<file path="config.mk">
export PLATFORM = sky130hd
export DESIGN_NAME = rec_ctrl_i2c_slave
export DESIGN_NICKNAME = d
export VERILOG_FILES = /design/src/rtl/rci_pkg.sv /design/src/rtl/rci_line_sync.sv /design/src/rtl/rci_link.sv /design/src/rtl/rci_cmd_bank.sv /design/src/rtl/rci_status.sv /design/src/rtl/rec_ctrl_i2c_slave.sv
export SDC_FILE = /design/constraint.sdc
export NUM_CORES = 1
export LEC_CHECK = 0
export BUFFER_PORTS_ARGS = -buffer_cell sky130_fd_sc_hd__buf_2
export CORE_MARGIN = 2
export CORE_UTILIZATION = 25
export CTS_CLUSTER_SIZE = 16
export DETAILED_ROUTE_END_ITERATION = 12
export PLACE_DENSITY_LB_ADDON = 0.08
export SLEW_MARGIN = 40
export SYNTH_ARGS = -nofsm -noshare
export SYNTH_HDL_FRONTEND = slang
export SYNTH_HIERARCHICAL = 1
export SYNTH_SLANG_ARGS = --single-unit
</file>
<file path="constraint.sdc">
create_clock -name clk_i -period 2.7 [get_ports clk_i]
set_input_delay 0.675 -clock clk_i [delete_from_list [all_inputs] [get_ports clk_i]]
set_output_delay 0.675 -clock clk_i [all_outputs]
set_load 0.1 [all_outputs]
</file>
<file path="src/rtl/rci_pkg.sv">
package rci_pkg;
  localparam int unsigned BYTE_W = 8;
  localparam int unsigned WORD_W = 16;

  typedef enum logic [2:0] {
    OP_STOP   = 3'd0,
    OP_PLAY   = 3'd1,
    OP_REC    = 3'd2,
    OP_CUE    = 3'd3,
    OP_DREAD  = 3'd4,
    OP_DWRITE = 3'd5,
    OP_ERASE  = 3'd6
  } op_e;

  localparam logic [2:0] RG_NONE = 3'b000;
  localparam logic [2:0] RG_ADDR = 3'b001;
  localparam logic [2:0] RG_CFG0 = 3'b010;
  localparam logic [2:0] RG_CFG1 = 3'b011;

  // {valid, op} from {digital, fn[2:0]}
  function automatic logic [3:0] fn_decode(input logic [3:0] code);
    unique case (code)
      4'b0000: fn_decode = {1'b1, OP_STOP};
      4'b0101: fn_decode = {1'b1, OP_PLAY};
      4'b0010: fn_decode = {1'b1, OP_REC};
      4'b0111: fn_decode = {1'b1, OP_CUE};
      4'b1100: fn_decode = {1'b1, OP_DREAD};
      4'b1001: fn_decode = {1'b1, OP_DWRITE};
      4'b1010: fn_decode = {1'b1, OP_ERASE};
      default: fn_decode = 4'b0000;
    endcase
  endfunction
endpackage

</file>
<file path="src/rtl/rci_line_sync.sv">
module rci_line_sync #(
  parameter int unsigned SYNC_STAGES = 2
) (
  input  logic clk_i,
  input  logic rst_ni,
  input  logic scl_i,
  input  logic sda_i,
  output logic sda_o,
  output logic scl_rise_o,
  output logic scl_fall_o,
  output logic start_o,
  output logic stop_o
);
  localparam int unsigned DEPTH = SYNC_STAGES + 1;

  logic [DEPTH-1:0] scl_sh, sda_sh;
  logic scl_s, scl_p, sda_s, sda_p;

  always_ff @(posedge clk_i or negedge rst_ni) begin
    if (!rst_ni) begin
      scl_sh <= '1;
      sda_sh <= '1;
    end else begin
      scl_sh <= {scl_sh[DEPTH-2:0], scl_i};
      sda_sh <= {sda_sh[DEPTH-2:0], sda_i};
    end
  end

  assign scl_s = scl_sh[SYNC_STAGES-1];
  assign scl_p = scl_sh[SYNC_STAGES];
  assign sda_s = sda_sh[SYNC_STAGES-1];
  assign sda_p = sda_sh[SYNC_STAGES];

  assign sda_o      = sda_s;
  assign scl_rise_o = scl_s & ~scl_p;
  assign scl_fall_o = ~scl_s & scl_p;
  assign start_o    = scl_s & scl_p & sda_p & ~sda_s;
  assign stop_o     = scl_s & scl_p & ~sda_p & sda_s;
endmodule

</file>
<file path="src/rtl/rci_link.sv">
module rci_link
  import rci_pkg::*;
#(
  parameter logic [4:0] BASE_ADDR = 5'b10000
) (
  input  logic              clk_i,
  input  logic              rst_ni,
  input  logic              scl_rise_i,
  input  logic              scl_fall_i,
  input  logic              sda_i,
  input  logic              start_i,
  input  logic              stop_i,
  input  logic [1:0]        addr_sel_i,
  input  logic [BYTE_W-1:0] tx_byte_i,
  output logic              sda_oe_o,
  output logic [1:0]        byte_idx_o,
  output logic [BYTE_W-1:0] rx_byte_o,
  output logic              rx_valid_o,
  output logic              stat_taken_o
);
  typedef enum logic [2:0] {L_IDLE, L_ADDR, L_AACK, L_WR, L_WACK, L_RD, L_RACK} lst_e;

  lst_e              st_q;
  logic [BYTE_W-1:0] sh_q, tx_q;
  logic [3:0]        cnt_q;
  logic [1:0]        idx_q;
  logic              rd_q, oe_q, nack_q;

  function automatic logic [1:0] sat_inc(input logic [1:0] v);
    return (v == 2'd3) ? v : v + 2'd1;
  endfunction

  always_ff @(posedge clk_i or negedge rst_ni) begin
    if (!rst_ni) begin
      st_q <= L_IDLE; sh_q <= '0; tx_q <= '0; cnt_q <= '0; idx_q <= '0;
      rd_q <= 1'b0; oe_q <= 1'b0; nack_q <= 1'b0;
      rx_valid_o <= 1'b0; stat_taken_o <= 1'b0;
    end else begin
      rx_valid_o   <= 1'b0;
      stat_taken_o <= 1'b0;
      if (stop_i) begin
        st_q <= L_IDLE;
        oe_q <= 1'b0;
      end else if (start_i) begin
        st_q  <= L_ADDR;
        cnt_q <= '0;
        idx_q <= '0;
        oe_q  <= 1'b0;
      end else begin
        unique case (st_q)
          L_IDLE: ;
          L_ADDR, L_WR: begin
            if (scl_rise_i) begin
              sh_q  <= {sh_q[BYTE_W-2:0], sda_i};
              cnt_q <= cnt_q + 4'd1;
            end else if (scl_fall_i && cnt_q == 4'd8) begin
              if (st_q == L_WR) begin
                rx_valid_o <= 1'b1;
                oe_q       <= 1'b1;
                st_q       <= L_WACK;
              end else if (sh_q[7:1] == {BASE_ADDR, addr_sel_i}) begin
                oe_q <= 1'b1;
                rd_q <= sh_q[0];
                st_q <= L_AACK;
              end else begin
                st_q <= L_IDLE;
              end
            end
          end
          L_AACK: if (scl_fall_i) begin
            cnt_q <= '0;
            if (rd_q) begin
              tx_q <= tx_byte_i;
              oe_q <= ~tx_byte_i[7];
              st_q <= L_RD;
            end else begin
              oe_q <= 1'b0;
              st_q <= L_WR;
            end
          end
          L_WACK: if (scl_fall_i) begin
            oe_q  <= 1'b0;
            cnt_q <= '0;
            idx_q <= sat_inc(idx_q);
            st_q  <= L_WR;
          end
          L_RD: if (scl_fall_i) begin
            if (cnt_q == 4'd7) begin
              oe_q         <= 1'b0;
              stat_taken_o <= (idx_q == 2'd0);
              idx_q        <= sat_inc(idx_q);
              st_q         <= L_RACK;
            end else begin
              tx_q  <= {tx_q[BYTE_W-2:0], 1'b0};
              oe_q  <= ~tx_q[6];
              cnt_q <= cnt_q + 4'd1;
            end
          end
          L_RACK: begin
            if (scl_rise_i) nack_q <= sda_i;
            else if (scl_fall_i) begin
              if (nack_q) st_q <= L_IDLE;
              else begin
                tx_q  <= tx_byte_i;
                oe_q  <= ~tx_byte_i[7];
                cnt_q <= '0;
                st_q  <= L_RD;
              end
            end
          end
          default: st_q <= L_IDLE;
        endcase
      end
    end
  end

  assign sda_oe_o   = oe_q;
  assign byte_idx_o = idx_q;
  assign rx_byte_o  = sh_q;
endmodule

</file>
<file path="src/rtl/rci_cmd_bank.sv">
module rci_cmd_bank
  import rci_pkg::*;
(
  input  logic              clk_i,
  input  logic              rst_ni,
  input  logic              rx_valid_i,
  input  logic [1:0]        byte_idx_i,
  input  logic [BYTE_W-1:0] rx_byte_i,
  output logic              power_o,
  output logic              op_valid_o,
  output logic [2:0]        op_o,
  output logic              op_at_addr_o,
  output logic [WORD_W-1:0] addr_o,
  output logic [WORD_W-1:0] cfg0_o,
  output logic [WORD_W-1:0] cfg1_o
);
  logic [6:0]        cmd_q;
  logic [BYTE_W-1:0] hi_q;
  logic [WORD_W-1:0] cfg0_hold_q;
  logic [3:0]        dec_now, dec_cmd;
  logic [WORD_W-1:0] word;

  assign dec_now = fn_decode(rx_byte_i[6:3]);
  assign dec_cmd = fn_decode(cmd_q[6:3]);
  assign word    = {hi_q, rx_byte_i};

  always_ff @(posedge clk_i or negedge rst_ni) begin
    if (!rst_ni) begin
      cmd_q <= '0; hi_q <= '0; cfg0_hold_q <= '0;
      power_o <= 1'b0; op_valid_o <= 1'b0; op_o <= '0; op_at_addr_o <= 1'b0;
      addr_o <= '0; cfg0_o <= '0; cfg1_o <= '0;
    end else begin
      op_valid_o <= 1'b0;
      if (rx_valid_i) begin
        unique case (byte_idx_i)
          2'd0: begin
            cmd_q   <= rx_byte_i[6:0];
            power_o <= rx_byte_i[7];
            if (rx_byte_i[2:0] == RG_NONE && dec_now[3]) begin
              op_valid_o   <= 1'b1;
              op_o         <= dec_now[2:0];
              op_at_addr_o <= 1'b0;
            end
          end
          2'd1: hi_q <= rx_byte_i;
          2'd2: begin
            unique case (cmd_q[2:0])
              RG_ADDR: addr_o <= word;
              RG_CFG0: cfg0_hold_q <= word;
              RG_CFG1: begin
                cfg0_o <= cfg0_hold_q;
                cfg1_o <= word;
              end
              default: ;
            endcase
            if (cmd_q[2] == 1'b0 && cmd_q[2:0] != RG_NONE && dec_cmd[3]) begin
              op_valid_o   <= 1'b1;
              op_o         <= dec_cmd[2:0];
              op_at_addr_o <= (cmd_q[2:0] == RG_ADDR);
            end
          end
          default: ;
        endcase
      end
    end
  end
endmodule

</file>
<file path="src/rtl/rci_status.sv">
module rci_status (
  input  logic clk_i,
  input  logic rst_ni,
  input  logic eom_evt_i,
  input  logic ovf_evt_i,
  input  logic clr_i,
  output logic eom_o,
  output logic ovf_o,
  output logic irq_oe_o
);
  always_ff @(posedge clk_i or negedge rst_ni) begin
    if (!rst_ni) begin
      eom_o <= 1'b0;
      ovf_o <= 1'b0;
    end else begin
      // a new event wins over a concurrent clear
      eom_o <= eom_evt_i | (eom_o & ~clr_i);
      ovf_o <= ovf_evt_i | (ovf_o & ~clr_i);
    end
  end

  assign irq_oe_o = eom_o | ovf_o;
endmodule

</file>
<file path="src/rtl/rec_ctrl_i2c_slave.sv">
module rec_ctrl_i2c_slave
  import rci_pkg::*;
#(
  parameter logic [4:0]  BASE_ADDR   = 5'b10000,
  parameter logic [2:0]  DEV_ID      = 3'b001,
  parameter int unsigned SYNC_STAGES = 2
) (
  input  logic              clk_i,
  input  logic              rst_ni,
  input  logic              scl_i,
  input  logic              sda_i,
  output logic              sda_oe_o,
  input  logic [1:0]        addr_sel_i,
  input  logic              eom_evt_i,
  input  logic              ovf_evt_i,
  input  logic              ready_i,
  input  logic              play_mode_i,
  output logic              irq_oe_o,
  output logic              power_o,
  output logic              op_valid_o,
  output logic [2:0]        op_o,
  output logic              op_at_addr_o,
  output logic [WORD_W-1:0] cfg0_o,
  output logic [WORD_W-1:0] cfg1_o,
  output logic [WORD_W-1:0] addr_o
);
  localparam int unsigned BLK_W = 5;

  logic              sda_s, scl_rise, scl_fall, start_evt, stop_evt;
  logic [1:0]        byte_idx;
  logic [BYTE_W-1:0] rx_byte, tx_byte;
  logic              rx_valid, stat_taken, eom_q, ovf_q;

  rci_line_sync #(.SYNC_STAGES(SYNC_STAGES)) u_sync (
    .clk_i, .rst_ni, .scl_i, .sda_i,
    .sda_o(sda_s), .scl_rise_o(scl_rise), .scl_fall_o(scl_fall),
    .start_o(start_evt), .stop_o(stop_evt)
  );

  rci_link #(.BASE_ADDR(BASE_ADDR)) u_link (
    .clk_i, .rst_ni, .scl_rise_i(scl_rise), .scl_fall_i(scl_fall), .sda_i(sda_s),
    .start_i(start_evt), .stop_i(stop_evt), .addr_sel_i, .tx_byte_i(tx_byte),
    .sda_oe_o, .byte_idx_o(byte_idx), .rx_byte_o(rx_byte), .rx_valid_o(rx_valid),
    .stat_taken_o(stat_taken)
  );

  rci_cmd_bank u_bank (
    .clk_i, .rst_ni, .rx_valid_i(rx_valid), .byte_idx_i(byte_idx), .rx_byte_i(rx_byte),
    .power_o, .op_valid_o, .op_o, .op_at_addr_o, .addr_o, .cfg0_o, .cfg1_o
  );

  rci_status u_stat (
    .clk_i, .rst_ni, .eom_evt_i, .ovf_evt_i, .clr_i(stat_taken),
    .eom_o(eom_q), .ovf_o(ovf_q), .irq_oe_o
  );

  always_comb begin
    unique case (byte_idx)
      2'd0:    tx_byte = {eom_q, ovf_q, ready_i, ~power_o, play_mode_i, DEV_ID};
      2'd1:    tx_byte = addr_o[WORD_W-1:BYTE_W];
      2'd2:    tx_byte = {addr_o[BYTE_W-1:BLK_W], {BLK_W{1'b0}}};
      default: tx_byte = '1;
    endcase
  end
endmodule

</file>
======== After elaboration in Yosys (flattened, before gate mapping) ========
Index checks and enable logic that the tools add are counted.
operators by class
  mux-type cells .......................... 77
  add/subtract/negate cells ............... 2
  reductions and logical operators ........ 31
  equality and inequality tests ........... 56
  bitwise operators ....................... 25
operator list
  cell                count
  $pmux 4 s7          2
  $mux 7              7
  $mux 3              15
  $mux 4              8
  $mux 1              30
  $eq 4x4->1 const B  7
  $ne 4x3->1 const B  6
  $pmux 8 s3          1
  $pmux 7 s3          1
  $eq 4x3->1 const B  5
  $reduce_and 10->1   2
  $pmux 3 s6          1
  $reduce_and 9->1    2
  $pmux 4 s4          1
  $ne 3x3->1 const B  5
  $not 1->1           13
  $eq 3x2->1 const B  4
  $mux 2              6
  $ne 2x1->1 const B  6
  $ne 3x2->1 const B  4
  $ne 4x4->1 const B  3
  $reduce_and 4->1    3
  $and 1x1->1         9
  $eq 3x3->1 const B  3
  other kinds (28)    47
storage, ports and cells
  output and inout port bits .............. 56
  input port bits ......................... 10
  flip-flop bits (word level) ............. 122
  logic and storage cells ................. 215

======== Longest topological paths before layout ========
  depth after elaboration ................. 9
  gate-level depth with buffers ........... 7
  depth with buffers taken out ............ 6

======== Cells and area by module ========
The synthesis kept the hierarchy.
modules (own cells, without submodules)
  module              sequential area each (µm²)  instances  area an instance (µm²)  cells each
  rci_cmd_bank        2,127.0                     1          3,408.3                 222
  rci_link            725.7                       1          1,820.5                 178
  rci_line_sync       157.7                       1          190.2                   10
  rec_ctrl_i2c_slave  0.0                         1          146.4                   18
  rci_status          50.0                        1          75.1                    6

======== Least setup slack after synthesis ========
Ideal clock, no wire load.
  path kind ............................... reg-to-reg
  from .................................... reg u_sync.scl_sh[2]
  to ...................................... reg u_link.st_q[2]
  stages on the path, launching flop included .. 6
  path buffers ............................ 0
  required time ........................... 2.572 ns
  arrival time ............................ 1.873 ns
  setup time .............................. 0.128 ns
  clock period less this slack ............ 2.001 ns
  path slack .............................. 0.699 ns
  path through ............................ dfstp_2 > nor2b_1 > nor2b_1 > nand3_1 > a221oi_2 > mux2_1
between the ends
  elaborated cells on any way between the ends .. 21
  those cells by class .................... eq/ne: 9; mux: 2; bitwise: 8; reduce/logical: 2
RTL lines
  element                                RTL line                  source
  start: declaration                     rci_line_sync.sv:16       logic [DEPTH-1:0] scl_sh, sda_sh;
  start signal: assignment               rci_line_sync.sv:24       scl_sh <= {scl_sh[DEPTH-2:0], scl_i};
  $and 1x1->1 (*)                        rci_line_sync.sv:36       assign scl_fall_o = ~scl_s & scl_p;
  via scl_fall                           rec_ctrl_i2c_slave.sv:29  logic sda_s, scl_rise, scl_fall, start_evt, stop_evt;
  $logic_and 1x1->1                      rci_link.sv:56            end else if (scl_fall_i && cnt_q == 4'd8) begin
  $ne 4x3->1 (no source line)            --
  $reduce_and 9->1 (no source line) (*)  --
  end signal: assignment                 rci_link.sv:60            st_q <= L_WACK;
  end signal: assignment                 rci_link.sv:64            st_q <= L_AACK;
  end signal: assignment                 rci_link.sv:66            st_q <= L_IDLE;
  end: declaration                       rci_link.sv:23            lst_e st_q;
Mark *: on every way through the listed nets, which the timed path passes. The rest lies on a longest branch.
A chain may end at the register's enable or synchronous reset.

======== Worst setup path in the final report ========
  from .................................... reg u_sync.sda_sh[1]
  to ...................................... reg u_link.st_q[2]
between the ends
  elaborated cells on any way between the ends .. 15
  those cells by class .................... eq/ne: 9; mux: 2; bitwise: 3; reduce/logical: 1
RTL lines
  element                                                    RTL line                  source
  start: declaration                                         rci_line_sync.sv:16
  start signal: assignment                                   rci_line_sync.sv:25       sda_sh <= {sda_sh[DEPTH-2:0], sda_i};
  $and 1x1->1 (*)                                            rci_line_sync.sv:38       assign stop_o = scl_s & scl_p & ~sda_p & sda_s;
  via stop_evt                                               rec_ctrl_i2c_slave.sv:29
  $ne 4x3->1 (no source line), or another cell as far along  --
  $reduce_and 9->1 (no source line)                          --
  end signal: assignment                                     rci_link.sv:35            st_q <= L_IDLE; sh_q <= '0; tx_q <= '0; cnt_q <= '0; idx_q <= '0;
  end signal: assignment                                     rci_link.sv:42            st_q <= L_IDLE;
  end signal: assignment                                     rci_link.sv:45            st_q <= L_ADDR;
Marks and branches as above.

==> results.cfg <==
[global_routing]
grt_max_degree = 41
globalRouteTotalUtil = 0.132
grt_pass1_wl_um = 24000
grt.overflow.total = 0
antenna_found_initial = 0
grt_pass1_vias = 4063

[worst_setup_path]
cp_slowest_stage_delay_ps = 570
r2r_start = u_sync/sda_sh[1]
slowest_stage = dfstp_2
r2r-end = u_link/st_q[2]
crit_type = reg2reg
ff2ff_setup_slack_ps = 400
path_cells = and4b_1, or2_1, nor3_2, a221oi_2, mux2_1
ff2ff_path_depth = 5
end_kind = register
worstPathArrival_ps = 2590
cp-start-kind = register
path_max_fanout = 9
required_ps = 2990

[floorplanning]
die_w_um = 154
die_area_um2 = 23800
start_util = 0.257
coreArea_um2 = 22000
rows = 54
die_h_um = 154
pin_count = 66

[placement]
dp_hpwl_um = 10200
place.gp.congestion = 0.784
port_buffers = 65
dp_cells = 774

[cts]
cts.htree.levels = 4
cts_root_buf = clkbuf_16
cts_made_buffers = 17
cts_tree = yes
post_cts_buffers = 0
clk_pin_slew_worst_paths_ps = 60
clk_latency_ps = 410
clock-sinks = 122
ctsHoldBuffers = 0
clock_path_buffers = 2
cts_resized = 0

[timing]
clock_skew_ps = 6.02
setup_viol = 0
rsz0062_at_grt = false
tns_ps = 0
tightest_slew_ps = 662
min_period_ps = 2300
hold_violations = 0
slew_headroom = 0.559
final_max_slew_viol_count = 0
fin_crit_sh = 0.852
timing.fmax_ghz = 0.435

[logic_synthesis]
synth_fp_nets = 448
synth_area_leaders = dfrtp_1 51%, mux2_2 21%, dfstp_2 2.8%
ys_ff_latch = 122
yosysMostFrequentCell = dfrtp_1
synthFlopType = dfrtp_1
yosysSeqAreaShare = 0.543
syn-cell-area_um2 = 5640
syn_inst = 434
syn_area_per_cell_um2 = 13.0
ys_types = 66
synth_top_area_cell = dfrtp_1
synth_warnings = 6
synth.top_cell.area_share = 0.515
synthTopCellsByCount = 116 x dfrtp_1, 105 x mux2_2, 16 x nand2_1, 15 x inv_1, 13 x o21ai_0
synth-edff-count = 0
async_flop_share = 1.00

[flow_run]
cap_violations = 0

[routing]
drt_iter0_markers = 216
drt-vias-per-instance = 4.56
drt-pass1-iter-count = 4
antenna_left = 0
routed_wl_um = 14500
routedWlPerCell_um = 18.0
via_count = 3675
drc = 0

[layout]
area.growth.synth_to_final_pct = 23.0
nNetsFinal = 527
stdcell_count = 806
drive_gt1_frac = 0.451
n_antenna_cell = 0
fillers = 2216

[pwr]
leakage_nw = 3.35
p_per_area_nw_per_um2 = 742
vdd_drop_max_mv = 0.420

[run_status]
status = completed

[min_path]
hold_path.class = in2async
[layout make-up]
cell class | count | area, µm² | area share
Clock buffer | 20 | 457 | 0.0658
Clock inverter | 12 | 161 | 0.0233
Inverter | 15 | 56.3 | 0.00811
Multi-Input combinational cell | 276 | 2390 | 0.345
Sequential cell | 122 | 3060 | 0.441
Tap cell | 280 | 350 | 0.0505
Timing Repair Buffer | 81 | 460 | 0.0663
[layout by cell type (no fill, tap or decap), types with 4 or more instances in the layout]
cell,count
nand2b_1,7
buf_2,64
a21oi_1,8
clkbuf_16,17
dfrtp_1,116
nor3_1,7
nand3_1,8
dfstp_2,6
buf_4,16
mux2_2,105
nor2b_1,10
inv_1,15
o21bai_1,4
mux2i_1,6
ha_1,4
o21ai_0,13
nor2_1,11
nand2_1,16
[metal layers]
layer  wire length, µm  vias up  part of all wire  GRT usage
met2              7160       76              0.49      0.221
met3               523       16             0.036     0.0311
met5                 0        -                 0          0
li1                  -     1736                 -          -
met1              6680     1847              0.46      0.167
met4               182        0             0.013     0.0494
[power breakdown]
group,switching [mW],total [mW],internal [mW]
sequential,0.140,2.06,1.92
combinational,0.410,0.721,0.312
clock,0.858,2.37,1.51
total,1.41,5.15,3.74
[flip-flops by register name, indices dropped and copies added, names as in the netlist, 4 cells and up]
register            count
u_bank/cfg0_o          16
u_link/cnt_q            4
u_bank/hi_q             8
u_bank/cmd_q            7
u_link/rx_byte_o        8
u_link/tx_q             7
u_bank/cfg1_o          16
u_bank/addr_o          16
u_bank/cfg0_hold_q     16
[critical path: cells and delay by family (launching register included)]
family / cells / cell delay, ps
AND/OR/NAND/NOR: 3 / 840
flip-flops: 1 / 570
AO/OA/AOI/OAI: 1 / 420
multiplexers: 1 / 350
[stage by stage]
stage | power (mW) | hold slack, ps | setup WS, ps | instance area, µm² | util
4_1_cts | 5.25 | 285 | 418 | 6940 | 0.316
2_1_floorplan | 2.57 | 345 | 699 | 5640 | -
6_report | 5.15 | 274 | 399 | 6940 | 0.316
5_1_grt | 5.43 | 304 | 262 | 6940 | 0.316
3_5_place_dp | 2.84 | 347 | 430 | 6320 | 0.288
3_3_place_gp | 2.85 | 348 | 446 | 6320 | 0.288
[worst max path at each step]
stage	startpoint	to	slack (ps)
after CTS	u_sync/sda_sh[1]	u_link/st_q[2]	420
after detailed placement	u_sync/sda_sh[1]	u_link/st_q[2]	430
after floorplan	u_sync/scl_sh[2]	u_link/st_q[2]	700
after global placement	u_link/rx_byte_o[1]	u_bank/op_at_addr_o	450
after global routing	u_sync/sda_sh[1]	u_link/st_q[2]	260
final	u_sync/sda_sh[1]	u_link/st_q[2]	400
[cells by family after synthesis]
logic type | after synthesis | share of synthesized area
flip-flops | 122 | 0.543
multiplexers | 115 | 0.230
AND/OR/NAND/NOR | 90 | 0.0945
AO/OA/AOI/OAI | 62 | 0.0839
buffers and inverters | 36 | 0.0328
XOR/XNOR | 5 | 0.00777
adder cells (fa/ha/maj) | 4 | 0.00887
(Power assumes the default switching activity.)
